--- src/rtl/drift_flag_pkg.sv ---
package drift_flag_pkg;

    localparam int unsigned QUIET_BINS_DEF = 3;
    localparam int unsigned DRIFT_BINS_DEF = 10;

    typedef struct packed {
        logic tick;
        logic hit;
    } bin_sample_t;

    function automatic int unsigned sat_next(input int unsigned cur,
                                             input int unsigned lim,
                                             input logic        clr);
        if (clr)
            return 0;
        else if (cur >= lim)
            return lim;
        else
            return cur + 1;
    endfunction

endpackage

--- src/rtl/drift_gap_tracker.sv ---
module drift_gap_tracker
    import drift_flag_pkg::*;
#(
    parameter int unsigned QUIET_BINS = QUIET_BINS_DEF
) (
    input  logic        clk,
    input  logic        rst,
    input  bin_sample_t smp,
    output logic        seq_start,
    output logic        seq_close,
    output logic        new_o
);
    localparam int unsigned QW = $clog2(QUIET_BINS + 1);

    logic [QW-1:0] quiet_cnt;
    logic          idle;

    assign idle      = (int'(quiet_cnt) == QUIET_BINS);
    assign seq_start = smp.tick && smp.hit && idle;
    assign seq_close = smp.tick && !smp.hit && (int'(quiet_cnt) >= QUIET_BINS - 1);

    always_ff @(posedge clk) begin
        if (rst) begin
            quiet_cnt <= QW'(QUIET_BINS);
            new_o     <= 1'b0;
        end else if (smp.tick) begin
            quiet_cnt <= QW'(sat_next(int'(quiet_cnt), QUIET_BINS, smp.hit));
            new_o     <= seq_start;
        end
    end

    AST_NEW_ONE_BIN: assert property (@(posedge clk) disable iff (rst)
        (new_o && smp.tick && !smp.hit) |=> !new_o);
    AST_GAP_NO_NEW: assert property (@(posedge clk) disable iff (rst)
        (smp.tick && smp.hit && !idle) |=> !new_o);

endmodule

--- src/rtl/drift_delay.sv ---
module drift_delay
    import drift_flag_pkg::*;
#(
    parameter int unsigned DRIFT_BINS = DRIFT_BINS_DEF
) (
    input  logic clk,
    input  logic rst,
    input  logic tick,
    input  logic start,
    output logic fire
);
    localparam int unsigned CW = (DRIFT_BINS > 1) ? $clog2(DRIFT_BINS) : 1;

    logic [CW-1:0] cnt;
    logic          armed;

    assign fire = tick && armed && (cnt == '0) && !start;

    always_ff @(posedge clk) begin
        if (rst) begin
            cnt   <= '0;
            armed <= 1'b0;
        end else if (tick) begin
            if (start) begin
                cnt   <= CW'(DRIFT_BINS - 1);
                armed <= 1'b1;
            end else if (armed) begin
                if (cnt == '0)
                    armed <= 1'b0;
                else
                    cnt <= cnt - 1'b1;
            end
        end
    end

    AST_RESTART: assert property (@(posedge clk) disable iff (rst)
        start |=> (armed && int'(cnt) == DRIFT_BINS - 1));
    AST_NO_TICK_HOLD: assert property (@(posedge clk) disable iff (rst)
        !tick |=> ($stable(cnt) && $stable(armed)));

endmodule

--- src/rtl/drift_valid_stretch.sv ---
module drift_valid_stretch (
    input  logic clk,
    input  logic rst,
    input  logic tick,
    input  logic start,
    input  logic fire,
    input  logic seq_close,
    output logic valid_o
);
    always_ff @(posedge clk) begin
        if (rst)
            valid_o <= 1'b0;
        else if (tick) begin
            if (start)
                valid_o <= 1'b0;
            else if (fire)
                valid_o <= 1'b1;
            else if (valid_o && seq_close)
                valid_o <= 1'b0;
        end
    end

    AST_FIRE_SETS_VALID: assert property (@(posedge clk) disable iff (rst)
        (fire && !start) |=> valid_o);
    AST_START_CLEARS: assert property (@(posedge clk) disable iff (rst)
        start |=> !valid_o);
    AST_HOLD_OPEN: assert property (@(posedge clk) disable iff (rst)
        (valid_o && tick && !seq_close && !start) |=> valid_o);

endmodule

--- src/rtl/drift_arrival_flagger.sv ---
module drift_arrival_flagger
    import drift_flag_pkg::*;
#(
    parameter int unsigned QUIET_BINS = QUIET_BINS_DEF,
    parameter int unsigned DRIFT_BINS = DRIFT_BINS_DEF
) (
    input  logic clk,
    input  logic rst,
    input  logic bin_tick,
    input  logic hit,
    output logic new_flag,
    output logic valid_flag
);
    bin_sample_t smp;
    logic        start;
    logic        close_bin;
    logic        fire;

    assign smp.tick = bin_tick;
    assign smp.hit  = hit;

    drift_gap_tracker #(.QUIET_BINS(QUIET_BINS)) u_gap (
        .clk       (clk),
        .rst       (rst),
        .smp       (smp),
        .seq_start (start),
        .seq_close (close_bin),
        .new_o     (new_flag)
    );

    drift_delay #(.DRIFT_BINS(DRIFT_BINS)) u_delay (
        .clk   (clk),
        .rst   (rst),
        .tick  (bin_tick),
        .start (start),
        .fire  (fire)
    );

    drift_valid_stretch u_valid (
        .clk       (clk),
        .rst       (rst),
        .tick      (bin_tick),
        .start     (start),
        .fire      (fire),
        .seq_close (close_bin),
        .valid_o   (valid_flag)
    );

    AST_TICK_GATED: assert property (@(posedge clk) disable iff (rst)
        !bin_tick |=> ($stable(new_flag) && $stable(valid_flag)));
    AST_RESET_CLEAR: assert property (@(posedge clk)
        rst |=> (!new_flag && !valid_flag));

endmodule

--- config.mk ---
export PLATFORM = sky130hd
export DESIGN_NAME = drift_arrival_flagger
export DESIGN_NICKNAME = d
export VERILOG_FILES = /design/src/rtl/drift_flag_pkg.sv /design/src/rtl/drift_gap_tracker.sv /design/src/rtl/drift_delay.sv /design/src/rtl/drift_valid_stretch.sv /design/src/rtl/drift_arrival_flagger.sv
export SDC_FILE = /design/constraint.sdc
export NUM_CORES = 1
export LEC_CHECK = 0
export BUFFER_PORTS_ARGS = -buffer_cell sky130_fd_sc_hd__buf_4
export CORE_AREA = 10 10 47 49
export CTS_CLUSTER_SIZE = 14
export DETAILED_ROUTE_END_ITERATION = 8
export DIE_AREA = 0 0 57 59
export GPL_ROUTABILITY_DRIVEN = 0
export HOLD_SLACK_MARGIN = 0.06
export SETUP_SLACK_MARGIN = 0.3
export SLEW_MARGIN = 20
export SYNTH_ARGS = -nofsm -noshare
export SYNTH_HDL_FRONTEND = slang
export SYNTH_HIERARCHICAL = 1
export SYNTH_SLANG_ARGS = --single-unit
--- constraint.sdc ---
create_clock -name clk -period 2.1 [get_ports clk]
set_clock_uncertainty 0.05 [all_clocks]
set_input_delay 0.42 -clock clk [delete_from_list [all_inputs] [get_ports clk]]
set_output_delay 0.42 -clock clk [all_outputs]
set_load 0.05 [all_outputs]
==> results.sh <==
export IMPL_htree_levels=1
export IMPL_syn_inst=49
export IMPL_regArea_um2=180
export IMPL_crit_path_end_kind="flip-flop"
export IMPL_power_leakage_uw=0.000214
export IMPL_cts_setup_buffers=0
export IMPL_diodes=0
export IMPL_grtUsageMet2_pct=6.67
export IMPL_p_int_uw=270
export IMPL_antenna_found_initial=0
export IMPL_final_hold_violation_count=0
export IMPL_die_h_um=59
export IMPL_post_synth_num_cell_types=26
export IMPL_async_flop_share_pct=0
export IMPL_fin_nets=65
export IMPL_p_sw_share_pct=24.8
export IMPL_maxCapViolations=0
export IMPL_max_freq_mhz=619
export IMPL_ys_seq_area_share_pct=38.8
export IMPL_setup_viol=0
export IMPL_nFillCells=154
export IMPL_viasPerCell=5.09
export IMPL_yosysMostFrequentCell="dfxtp_1"
export IMPL_synth_top_cell_by_area="dfxtp_1"
export IMPL_final_area_um2=548
export IMPL_cp_arrival_ns=1.77
export IMPL_fin_setup_tns_ns=0
export IMPL_avgRoutedWirePerCell_um=11.7
export IMPL_grt_ovfl_total=0
export IMPL_rsz0062_at_grt="no"
export IMPL_clock_root_buffer="clkbuf_4"
export IMPL_clk_path_buf_depth=2
export IMPL_clkPwrFrac_pct=37.7
export IMPL_drt_iter0_markers=11
export IMPL_critPathRequiredTime_ns=2.26
export IMPL_synth_area_leaders="dfxtp_1, ha_1, a211oi_1"
export IMPL_powerDensity_mw_per_mm2=654
export IMPL_muxShareOfSynthArea_pct=0
export IMPL_portBuffers=5
export IMPL_synth_nets=55
export IMPL_die_x_um=57
export IMPL_fin_crit_sh_pct=76.9
export IMPL_ios=6
export IMPL_synth_xor_area_share_pct=0
export IMPL_dieArea_mm2=0.00336
export IMPL_num_rows=14
export IMPL_min_path_type="input port to flip-flop"
export IMPL_synth_compound_area_share_pct=27.0
export IMPL_num_vias=377
export IMPL_ant_nets=0
export IMPL_worstReg2RegEnd="u_valid/valid_o"
export IMPL_p_seq_share_pct=50.1
export IMPL_cts_sinks=9
export IMPL_synth_top_family_by_area="compound AO/OA/AOI/OAI gates"
export IMPL_coreArea_mm2=0.00140
export IMPL_switching_power_uw=89.0
export IMPL_synth_avg_cell_area_um2=9.47
export IMPL_track_usage_pct=5.72
export IMPL_reg2reg_slack_ns=0.49
export IMPL_criticalPathCategory="flip-flop to flip-flop"
export IMPL_initial_core_util_pct=33.1
export IMPL_synth_enable_flop_cells=0
export IMPL_min_from="rst"
export IMPL_worstSkewPairLatency_ns=0.26
export IMPL_grt_busiest_layer="met1"
export IMPL_first_pass_iters=4
export IMPL_synthFlopType="dfxtp_1"
export IMPL_r2r_start="u_delay/cnt[0]"
export IMPL_dp_slack_ns=0.322
export IMPL_peakVddDrop_mv=0.275
export IMPL_netlist_area_um2=464
export IMPL_synthSimpleGateAreaFrac_pct=24.8
export IMPL_cts_resized=0
export IMPL_ys_ff_latch=9
export IMPL_drcViolationCount=0
export IMPL_fin_ws_ns=0.485
export IMPL_netlist_area_leader_share_pct=38.8
export IMPL_r2r_cells=6
export IMPL_worst_pin_slew_ns=0.405
export IMPL_multiInputGateArea_um2=265
export IMPL_whs_path_depth=2
export IMPL_area_growth_pct=18.1
export IMPL_relSlewSlack_pct=73.0
export IMPL_met1_usage_pct=7.06
export IMPL_p_comb_share_pct=12.2
export IMPL_wl_um=866
export IMPL_grt_max_degree=14
export IMPL_yosys_warnings=6
export IMPL_synthTopCellsByCount="dfxtp_1, inv_1, a211oi_1, nor2b_1, nor3_1"
export IMPL_clk_pin_slew_ns=0.07
export IMPL_cts_tree="yes"
export IMPL_total_power_uw=359
export IMPL_hpwl_um=638
export IMPL_hold_end="u_delay/armed"
export IMPL_grt_pass1_wl_mm=1.50
export IMPL_cp_max_fo=4
export IMPL_cts_buffers=3
export IMPL_place_area_um2=522
export IMPL_cts_hold_buf=0
export IMPL_final_layout_size_suffix_gt1_share_pct=20.7
export IMPL_drv_slew=0
export IMPL_status="completed"
export IMPL_use_met3_pct=3.22
export IMPL_start_kind="flip-flop"
export IMPL_finalCriticalPeriod_ns=1.61
export IMPL_yosys_area_share_adder_pct=5.39
export IMPL_first_global_vias=345
-- critical path, stage by stage, from the launching register on --
cell and delay, ns:
dfxtp_1 0.31, inv_1 0.13, ha_1 0.18, nor3b_1 0.37, nor2b_1 0.17, nor4bb_1 0.23, a31o_1 0.13
-- layout by cell type, fill, tap and decap left out, types with 2 or more instances in the layout --
cell,synthesis,layout
nand2_1,2,2
buf_4,0,5
a21o_1,2,2
dfxtp_1,9,9
clkbuf_4,0,3
a211oi_1,3,3
ha_1,2,2
inv_1,5,5
nor3_1,3,3
nor2b_1,3,3
nand2b_1,2,2
nor3b_1,2,2
-- routing by layer --
| layer | vias up | routed length [um] |
|---|---|---|
| li1 | 203 | - |
| met1 | 167 | 460 |
| met2 | 5 | 346 |
| met3 | 2 | 48 |
| met4 | 0 | 10 |
| met5 | - | 0 |
-- sequential cells by signal (all words and copies together), names as in the netlist --
register	cells
u_delay/cnt	4
u_valid/valid_o	1
u_gap/new_o	1
u_delay/armed	1
u_gap/quiet_cnt	2
-- cell families after synthesis --
family / Yosys count
buf+inv: 5
flops: 9
compound gates: 16
simple gates: 17
fa+ha+maj: 2
-- worst max path at each step --
| stage | start | end | slack, ns | depth (start not counted) |
|---|---|---|---|---|
| after floorplan | hit | u_delay/cnt[2] | 0.53 | 4 |
| after global placement | hit | u_delay/cnt[2] | 0.34 | 5 |
| after detailed placement | hit | u_delay/cnt[2] | 0.32 | 5 |
| after CTS | u_delay/cnt[0] | u_valid/valid_o | 0.47 | 6 |
| after global routing | u_delay/cnt[0] | u_valid/valid_o | 0.35 | 6 |
| final | u_delay/cnt[0] | u_valid/valid_o | 0.49 | 6 |
-- stage by stage --
stage	util (%)	hold WS, ns	instances
final	39.1	0.354	74
after global placement	37.2	0.411	70
after detailed placement	37.2	0.423	70
after CTS	39.1	0.349	74
after floorplan	-	0.410	49
after global routing	39.1	0.355	74
-- power by group through the flow --
stage	Sequential (uW)	Combinational, uW	Clock (uW)
after floorplan	186	24.8	0
after global placement	183	43.3	0
after detailed placement	184	43.5	0
after CTS	180	43.7	139
after global routing	181	48.4	146
final	180	43.8	135
-- layout make-up --
| type | count | share of cell area, % |
|---|---|---|
| tap | 16 | 3.65 |
| clock buffer | 4 | 4.79 |
| timing repair buffer | 5 | 6.85 |
| multi-input combinational | 35 | 48.4 |
| inverter | 5 | 3.42 |
| sequential | 9 | 32.9 |
No activity file was read; power rests on OpenSTA's default activity.
